--- src/rtl/otp_seq_pkg.sv ---
package otp_seq_pkg;
    localparam int ADDR_W = 4;
    localparam logic [15:0] UNLOCK_KEY = 16'h3E77;
    localparam logic [ADDR_W-1:0] REG_CTRL  = 4'd0;
    localparam logic [ADDR_W-1:0] REG_TIME  = 4'd1;
    localparam logic [ADDR_W-1:0] REG_WDAT0 = 4'd2;
    localparam logic [ADDR_W-1:0] REG_RDCTL = 4'd6;
    localparam logic [ADDR_W-1:0] REG_RDAT0 = 4'd8;

    typedef enum logic [2:0] {
        ST_IDLE, ST_SETUP, ST_STROBE, ST_HOLD, ST_READ
    } seq_state_t;
endpackage

--- src/rtl/otp_seq_regs.sv ---
// Register bank: holds row select, key, error flag, timing counts and data
// words; decodes program/read requests against key and row locks.
// Assumes a single-cycle write port and ROW_W <= 8.
module otp_seq_regs
    import otp_seq_pkg::*;
#(
    parameter int ROW_W   = 4,
    parameter int WORD_W  = 32,
    parameter int N_WORDS = 4,
    parameter int PROG_W  = 12,
    parameter int GAP_W   = 8,
    localparam int ROWS     = 1 << ROW_W,
    localparam int ROW_BITS = WORD_W * N_WORDS
) (
    input  logic                clk,
    input  logic                rst_n,
    input  logic                bus_wr,
    input  logic [ADDR_W-1:0]   bus_addr,
    input  logic [WORD_W-1:0]   bus_wdata,
    output logic [WORD_W-1:0]   bus_rdata,
    input  logic                busy,
    input  logic [ROWS-1:0]     row_lock,
    input  logic                cap_en,
    input  logic [ROW_BITS-1:0] cap_data,
    output logic [ROW_W-1:0]    row,
    output logic [ROW_BITS-1:0] prog_data,
    output logic [PROG_W-1:0]   prog_cnt,
    output logic [GAP_W-1:0]    gap_cnt,
    output logic                start_prog,
    output logic                start_read
);
    localparam logic [ADDR_W-1:0] LAST_WDAT = ADDR_W'(REG_WDAT0 + N_WORDS - 1);

    logic [15:0]       key;
    logic              err;
    logic [WORD_W-1:0] wdat [N_WORDS];
    logic [WORD_W-1:0] rdat [N_WORDS];
    logic              wr_ok, key_ok, lock_hit, prog_req, read_req, err_set;

    assign wr_ok      = bus_wr && !busy;
    assign key_ok     = (key == UNLOCK_KEY);
    assign lock_hit   = row_lock[row];
    assign prog_req   = wr_ok && bus_addr == LAST_WDAT && key_ok;
    assign read_req   = wr_ok && bus_addr == REG_RDCTL && bus_wdata[0];
    assign start_prog = prog_req && !lock_hit;
    assign start_read = read_req && !lock_hit;
    assign err_set    = (prog_req || read_req) && lock_hit;

    // Control and timing fields, sticky error and key auto-clear.
    always_ff @(posedge clk) begin
        if (!rst_n) begin
            row      <= '0;
            key      <= '0;
            err      <= 1'b0;
            prog_cnt <= '0;
            gap_cnt  <= '0;
        end else begin
            if (err_set)
                err <= 1'b1;
            if (prog_req)
                key <= '0;
            if (wr_ok && bus_addr == REG_CTRL) begin
                row <= bus_wdata[ROW_W-1:0];
                key <= bus_wdata[31:16];
                if (bus_wdata[9])
                    err <= 1'b0;
            end
            if (wr_ok && bus_addr == REG_TIME) begin
                prog_cnt <= bus_wdata[PROG_W-1:0];
                gap_cnt  <= bus_wdata[PROG_W +: GAP_W];
            end
        end
    end

    generate
        for (genvar k = 0; k < N_WORDS; k++) begin : g_word
            // Program data word k and captured read word k.
            always_ff @(posedge clk) begin
                if (!rst_n) begin
                    wdat[k] <= '0;
                    rdat[k] <= '0;
                end else begin
                    if (wr_ok && bus_addr == ADDR_W'(REG_WDAT0 + k))
                        wdat[k] <= bus_wdata;
                    if (cap_en)
                        rdat[k] <= cap_data[k*WORD_W +: WORD_W];
                end
            end
            assign prog_data[k*WORD_W +: WORD_W] = wdat[k];
        end
    endgenerate

    // Read-back multiplexer.
    always_comb begin
        bus_rdata = '0;
        if (bus_addr == REG_CTRL) begin
            bus_rdata[31:16]     = key;
            bus_rdata[9]         = err;
            bus_rdata[8]         = busy;
            bus_rdata[ROW_W-1:0] = row;
        end else if (bus_addr == REG_TIME) begin
            bus_rdata[PROG_W-1:0]      = prog_cnt;
            bus_rdata[PROG_W +: GAP_W] = gap_cnt;
        end
        for (int k = 0; k < N_WORDS; k++) begin
            if (bus_addr == ADDR_W'(REG_WDAT0 + k)) bus_rdata = wdat[k];
            if (bus_addr == ADDR_W'(REG_RDAT0 + k)) bus_rdata = rdat[k];
        end
    end
endmodule

--- src/rtl/otp_seq_fsm.sv ---
// Pulse sequencer: setup gap, strobe, hold gap for programming; a fixed
// read-enable window for reads. Zero counts act as one. Assumes the
// counts stay stable while busy (guaranteed by the register bank).
module otp_seq_fsm
    import otp_seq_pkg::*;
#(
    parameter int PROG_W    = 12,
    parameter int GAP_W     = 8,
    parameter int RD_CYCLES = 2,
    localparam int CNT_W = (PROG_W > GAP_W) ? PROG_W : GAP_W
) (
    input  logic              clk,
    input  logic              rst_n,
    input  logic              start_prog,
    input  logic              start_read,
    input  logic [PROG_W-1:0] prog_cnt,
    input  logic [GAP_W-1:0]  gap_cnt,
    output logic              busy,
    output logic              src_en,
    output logic              strobe,
    output logic              rd_en,
    output logic              cap_en
);
    seq_state_t       state;
    logic [CNT_W-1:0] cnt;
    logic             last;

    assign last   = (cnt <= CNT_W'(1));
    assign busy   = (state != ST_IDLE);
    assign src_en = (state == ST_SETUP) || (state == ST_STROBE) || (state == ST_HOLD);
    assign strobe = (state == ST_STROBE);
    assign rd_en  = (state == ST_READ);
    assign cap_en = (state == ST_READ) && last;

    // Phase stepping with a shared down-counter.
    always_ff @(posedge clk) begin
        if (!rst_n) begin
            state <= ST_IDLE;
            cnt   <= '0;
        end else begin
            case (state)
                ST_IDLE: begin
                    if (start_prog) begin
                        state <= ST_SETUP;
                        cnt   <= CNT_W'(gap_cnt);
                    end else if (start_read) begin
                        state <= ST_READ;
                        cnt   <= CNT_W'(RD_CYCLES);
                    end
                end
                ST_SETUP: begin
                    if (last) begin
                        state <= ST_STROBE;
                        cnt   <= CNT_W'(prog_cnt);
                    end else cnt <= cnt - 1'b1;
                end
                ST_STROBE: begin
                    if (last) begin
                        state <= ST_HOLD;
                        cnt   <= CNT_W'(gap_cnt);
                    end else cnt <= cnt - 1'b1;
                end
                ST_HOLD, ST_READ: begin
                    if (last) state <= ST_IDLE;
                    else      cnt   <= cnt - 1'b1;
                end
                default: state <= ST_IDLE;
            endcase
        end
    end
endmodule

--- src/rtl/otp_seq_top.sv ---
// Top level: register bank plus pulse sequencer driving the fuse array pins.
// Assumes the array returns row data combinationally while read enable is high.
module otp_seq_top
    import otp_seq_pkg::*;
#(
    parameter int ROW_W     = 4,
    parameter int WORD_W    = 32,
    parameter int N_WORDS   = 4,
    parameter int PROG_W    = 12,
    parameter int GAP_W     = 8,
    parameter int RD_CYCLES = 2,
    localparam int ROWS     = 1 << ROW_W,
    localparam int ROW_BITS = WORD_W * N_WORDS
) (
    input  logic                clk,
    input  logic                rst_n,
    input  logic                bus_wr,
    input  logic [ADDR_W-1:0]   bus_addr,
    input  logic [WORD_W-1:0]   bus_wdata,
    output logic [WORD_W-1:0]   bus_rdata,
    input  logic [ROWS-1:0]     row_lock,
    output logic [ROW_W-1:0]    fuse_row,
    output logic                fuse_src_en,
    output logic                fuse_strobe,
    output logic                fuse_rd_en,
    output logic [ROW_BITS-1:0] fuse_wdata,
    input  logic [ROW_BITS-1:0] fuse_rdata
);
    logic              busy, cap_en, start_prog, start_read;
    logic [PROG_W-1:0] prog_cnt;
    logic [GAP_W-1:0]  gap_cnt;

    otp_seq_regs #(
        .ROW_W(ROW_W), .WORD_W(WORD_W), .N_WORDS(N_WORDS),
        .PROG_W(PROG_W), .GAP_W(GAP_W)
    ) u_regs (
        .clk(clk), .rst_n(rst_n), .bus_wr(bus_wr), .bus_addr(bus_addr),
        .bus_wdata(bus_wdata), .bus_rdata(bus_rdata), .busy(busy),
        .row_lock(row_lock), .cap_en(cap_en), .cap_data(fuse_rdata),
        .row(fuse_row), .prog_data(fuse_wdata), .prog_cnt(prog_cnt),
        .gap_cnt(gap_cnt), .start_prog(start_prog), .start_read(start_read)
    );

    otp_seq_fsm #(
        .PROG_W(PROG_W), .GAP_W(GAP_W), .RD_CYCLES(RD_CYCLES)
    ) u_fsm (
        .clk(clk), .rst_n(rst_n), .start_prog(start_prog),
        .start_read(start_read), .prog_cnt(prog_cnt), .gap_cnt(gap_cnt),
        .busy(busy), .src_en(fuse_src_en), .strobe(fuse_strobe),
        .rd_en(fuse_rd_en), .cap_en(cap_en)
    );
endmodule

--- config.mk ---
export PLATFORM = sky130hd
export DESIGN_NAME = otp_seq_top
export DESIGN_NICKNAME = d
export VERILOG_FILES = /design/src/rtl/otp_seq_pkg.sv /design/src/rtl/otp_seq_regs.sv /design/src/rtl/otp_seq_fsm.sv /design/src/rtl/otp_seq_top.sv
export SDC_FILE = /design/constraint.sdc
export NUM_CORES = 1
export LEC_CHECK = 0
export BUFFER_PORTS_ARGS = -buffer_cell sky130_fd_sc_hd__buf_2
export CELL_PAD_IN_SITES_DETAIL_PLACEMENT = 2
export CELL_PAD_IN_SITES_GLOBAL_PLACEMENT = 2
export CORE_MARGIN = 5
export CORE_UTILIZATION = 35
export DETAILED_ROUTE_END_ITERATION = 16
export PLACE_DENSITY_LB_ADDON = 0.1
export SLEW_MARGIN = 30
export SYNTH_ARGS = -nofsm -noshare
export SYNTH_HDL_FRONTEND = slang
export SYNTH_HIERARCHICAL = 1
export SYNTH_SLANG_ARGS = --single-unit
--- constraint.sdc ---
create_clock -name clk -period 6.6 [get_ports clk]
set_clock_uncertainty 0.2 [all_clocks]
set_input_delay 0.66 -clock clk [delete_from_list [all_inputs] [get_ports clk]]
set_output_delay 0.66 -clock clk [all_outputs]
set_load 0.03 [all_outputs]
==> out/metrics.yaml <==
cp-end-kind: "output port"
crit_family: "simple AND/OR/NAND/NOR gates"
critPathLaunchType: "input pin"
wl_per_cell_um: 29.7
synth_top_area_share_pct: 49.8
synth-main-ff-cell: "edfxtp_1"
p_per_area_nw_per_um2: 262
relSlewSlack_pct: 35.3
htreeDepth: 2
die_area_um2: 48400
grt_antenna_before_repair: 5
cts_buffers: 37
slew_violations: 0
drv_cap: 0
ir_drop_mv: 0.185
nFillCells: 4643
slowest_stage: "nand2b_1"
hold_viol_final: 0
drtPass1Iterations: 5
cts-root-buf: "clkbuf_16"
critPathKind: "in2out"
finalSetupViolCount: 0
p_leak_nw: 7.75
yosys_warnings: 6
holdPathStages: 3
ys_ff_latch: 312
p_sw_share_pct: 27.0
syn_area_um2: 15400
hold_class: "in2reg"
clk_latency_ps: 540
post-route-period-util_pct: 70.0
place.gp.congestion: 0.935
synth_area_leaders: "edfxtp_1 (50%), dfxtp_1 (7.3%), and2_1 (5.7%)"
syn_inst: 1415
holdWs_ps: 229
syn2layout_area_growth_pct: 22.7
min_to: "u_regs/gap_cnt[2]"
rsz0062_at_grt: "no"
gr-total-overflow: 0
synthArstFlopShare_pct: 0
clkTransAtPathRegs_ps: 60
vias_per_cell: 5.75
cp_common_cell: "buf_2"
grt_pass1_vias: 14307
drtIter0Drc: 1042
ff2ff_setup_slack_ps: 2300
start_util_pct: 35.2
worst_hold_startpoint: "bus_wdata[14]"
dpl.hpwl_mm: 49.5
post-route-min-period_ps: 4620
die_w_um: 220
final.setup.worst_slack_ps: 1980
layout_common_cells: "buf_2 (348), edfxtp_1 (256), and2_1 (142)"
fp-row-count: 77
timing.rr.end: "u_fsm/cnt[1]"
max_freq_mhz: 216
cp.required_ps: 5740
clock_sinks: 312
pre_cts_slack_ps: 1840
pin_count: 350
synth.avg_cell_area_um2: 10.9
final_common_cell: "buf_2"
crit_arrival_ps: 3760
power.switching_mw: 1.34
tightest_slew_ps: 971
pwr-share-seq_pct: 45.7
p_int_mw: 3.63
cp_num_buf_inv: 3
ys_seq_area_share_pct: 57.0
grtUsageTotal_pct: 27.7
setup_tns_ps: 0
via_count: 13430
ant_nets: 0
multi_input_area_um2: 6120
pwr-share-clk_pct: 41.9
synth.distinct_cells: 88
worstPathCellList: "buf_2, nand2b_1, nor2_1, buf_4, nand2_1, a311oi_1, buf_2"
r2r_cells: 13
grt_pass1_wl_mm: 98.1
post_cts.repair.setup_buffers: 0
io_buffers: 349
drc: 0
critPathMaxStageDelay_ps: 660
synth_edf_count: 256
syn_nets: 1600
nNetsFinal: 1897
tritoncts: "done"
cts.path.max_buffers: 3
synth_top_area_cell: "edfxtp_1"
seq_area_um2: 8810
r2r_start: "u_fsm/state[0]"
status: "finished clean"
core_um2: 43900
grt_max_degree: 85
p_comb_share_pct: 12.5
post_cts_resized: 0
die_height_um: 220
final_layout_size_suffix_gt1_share_pct: 28.3
cts-hold-fix-buffers: 0
routed_wl_mm: 69.3
worstPathMaxFanout: 24
-- cell usage after synthesis, drive strengths merged, types with 11 or more instances --
cell	number
a21boi	29
dfxtp	56
a211oi	12
nor2	73
o22ai	12
clkbuf	73
o21ai	88
nand2	136
edfxtp	256
a22oi	28
nand2b	22
and3	130
inv	19
buf	45
a21oi	74
and2	142
nand3	11
a2bb2oi	21
o221ai	12
-- tightest hold or removal path, cell delays in order --
cell and delay [ps]:
buf_2 140, nand2_1 60, a21boi_1 50
-- sequential cells by signal, indices dropped and copies added (netlist names) --
| name | flops |
|---|---|
| u_fsm/cnt | 12 |
| u_fsm/state | 3 |
| u_regs/err | 1 |
| u_regs/gap_cnt | 8 |
| u_regs/key | 16 |
| u_regs/prog_cnt | 12 |
| u_regs/rdat | 128 |
| u_regs/row | 4 |
| u_regs/wdat | 128 |
-- layer usage --
metal	track usage [%]	share of wire (%)	routed length (µm)	vias to the layer above
met3	4.57	6.0	4180	106
met2	49.3	51	35100	514
met4	9.13	3.4	2330	4
li1	-	-	-	5863
met5	0	0.039	27	-
met1	34.2	40	27600	6943
-- worst max-delay path by stage --
stage / slack, ps / from / end / depth (start not counted)
floorplan: 840 / u_fsm/cnt[2] / u_regs/rdat[0][0] / 6
global placement: 2040 / bus_addr[0] / u_fsm/cnt[1] / 12
detailed placement: 1840 / bus_addr[0] / u_fsm/cnt[1] / 12
CTS: 2100 / bus_addr[1] / bus_rdata[8] / 7
global route: 1940 / u_fsm/state[0] / u_fsm/cnt[1] / 13
finish: 1980 / bus_addr[1] / bus_rdata[8] / 7
-- area by class of cell --
cell class | instances | share of cell area, %
antenna | 2 | 0.0264
clock buffer | 52 | 5.62
clock inverter | 16 | 0.798
inverter | 19 | 0.376
multi-input combinational | 966 | 32.3
sequential | 312 | 46.5
tap | 592 | 3.91
timing repair buffer | 376 | 10.5
-- logic make-up after synthesis --
family                   count (synthesis)  share of synthesized area, %
AO/OA/AOI/OAI                          377                          16.9
XOR/XNOR                                 4                         0.227
adder cells (fa/ha/maj)                  2                         0.162
buffers and inverters                  137                          3.87
flip-flops                             312                          57.0
multiplexers                            23                          2.10
AND/OR/NAND/NOR                        560                          19.7
-- power by group through the flow --
stage,Combinational [mW],Clock (mW),Sequential [mW]
5_1_grt,0.649,2.21,2.27
6_report,0.621,2.08,2.27
4_1_cts,0.623,2.12,2.27
3_3_place_gp,0.609,0,2.31
3_5_place_dp,0.619,0,2.31
2_1_floorplan,0.239,0,2.39
-- metrics by stage --
step	total power [mW]	cell area (µm²)	utilization [%]	cells
floorplan	2.63	15400	-	1415
global placement	2.92	17700	40.3	2264
detailed placement	2.93	17700	40.4	2265
CTS	5.01	19000	43.1	2333
global route	5.14	19000	43.2	2335
finish	4.97	19000	43.2	2335
Power figures use the tool's default switching activity.
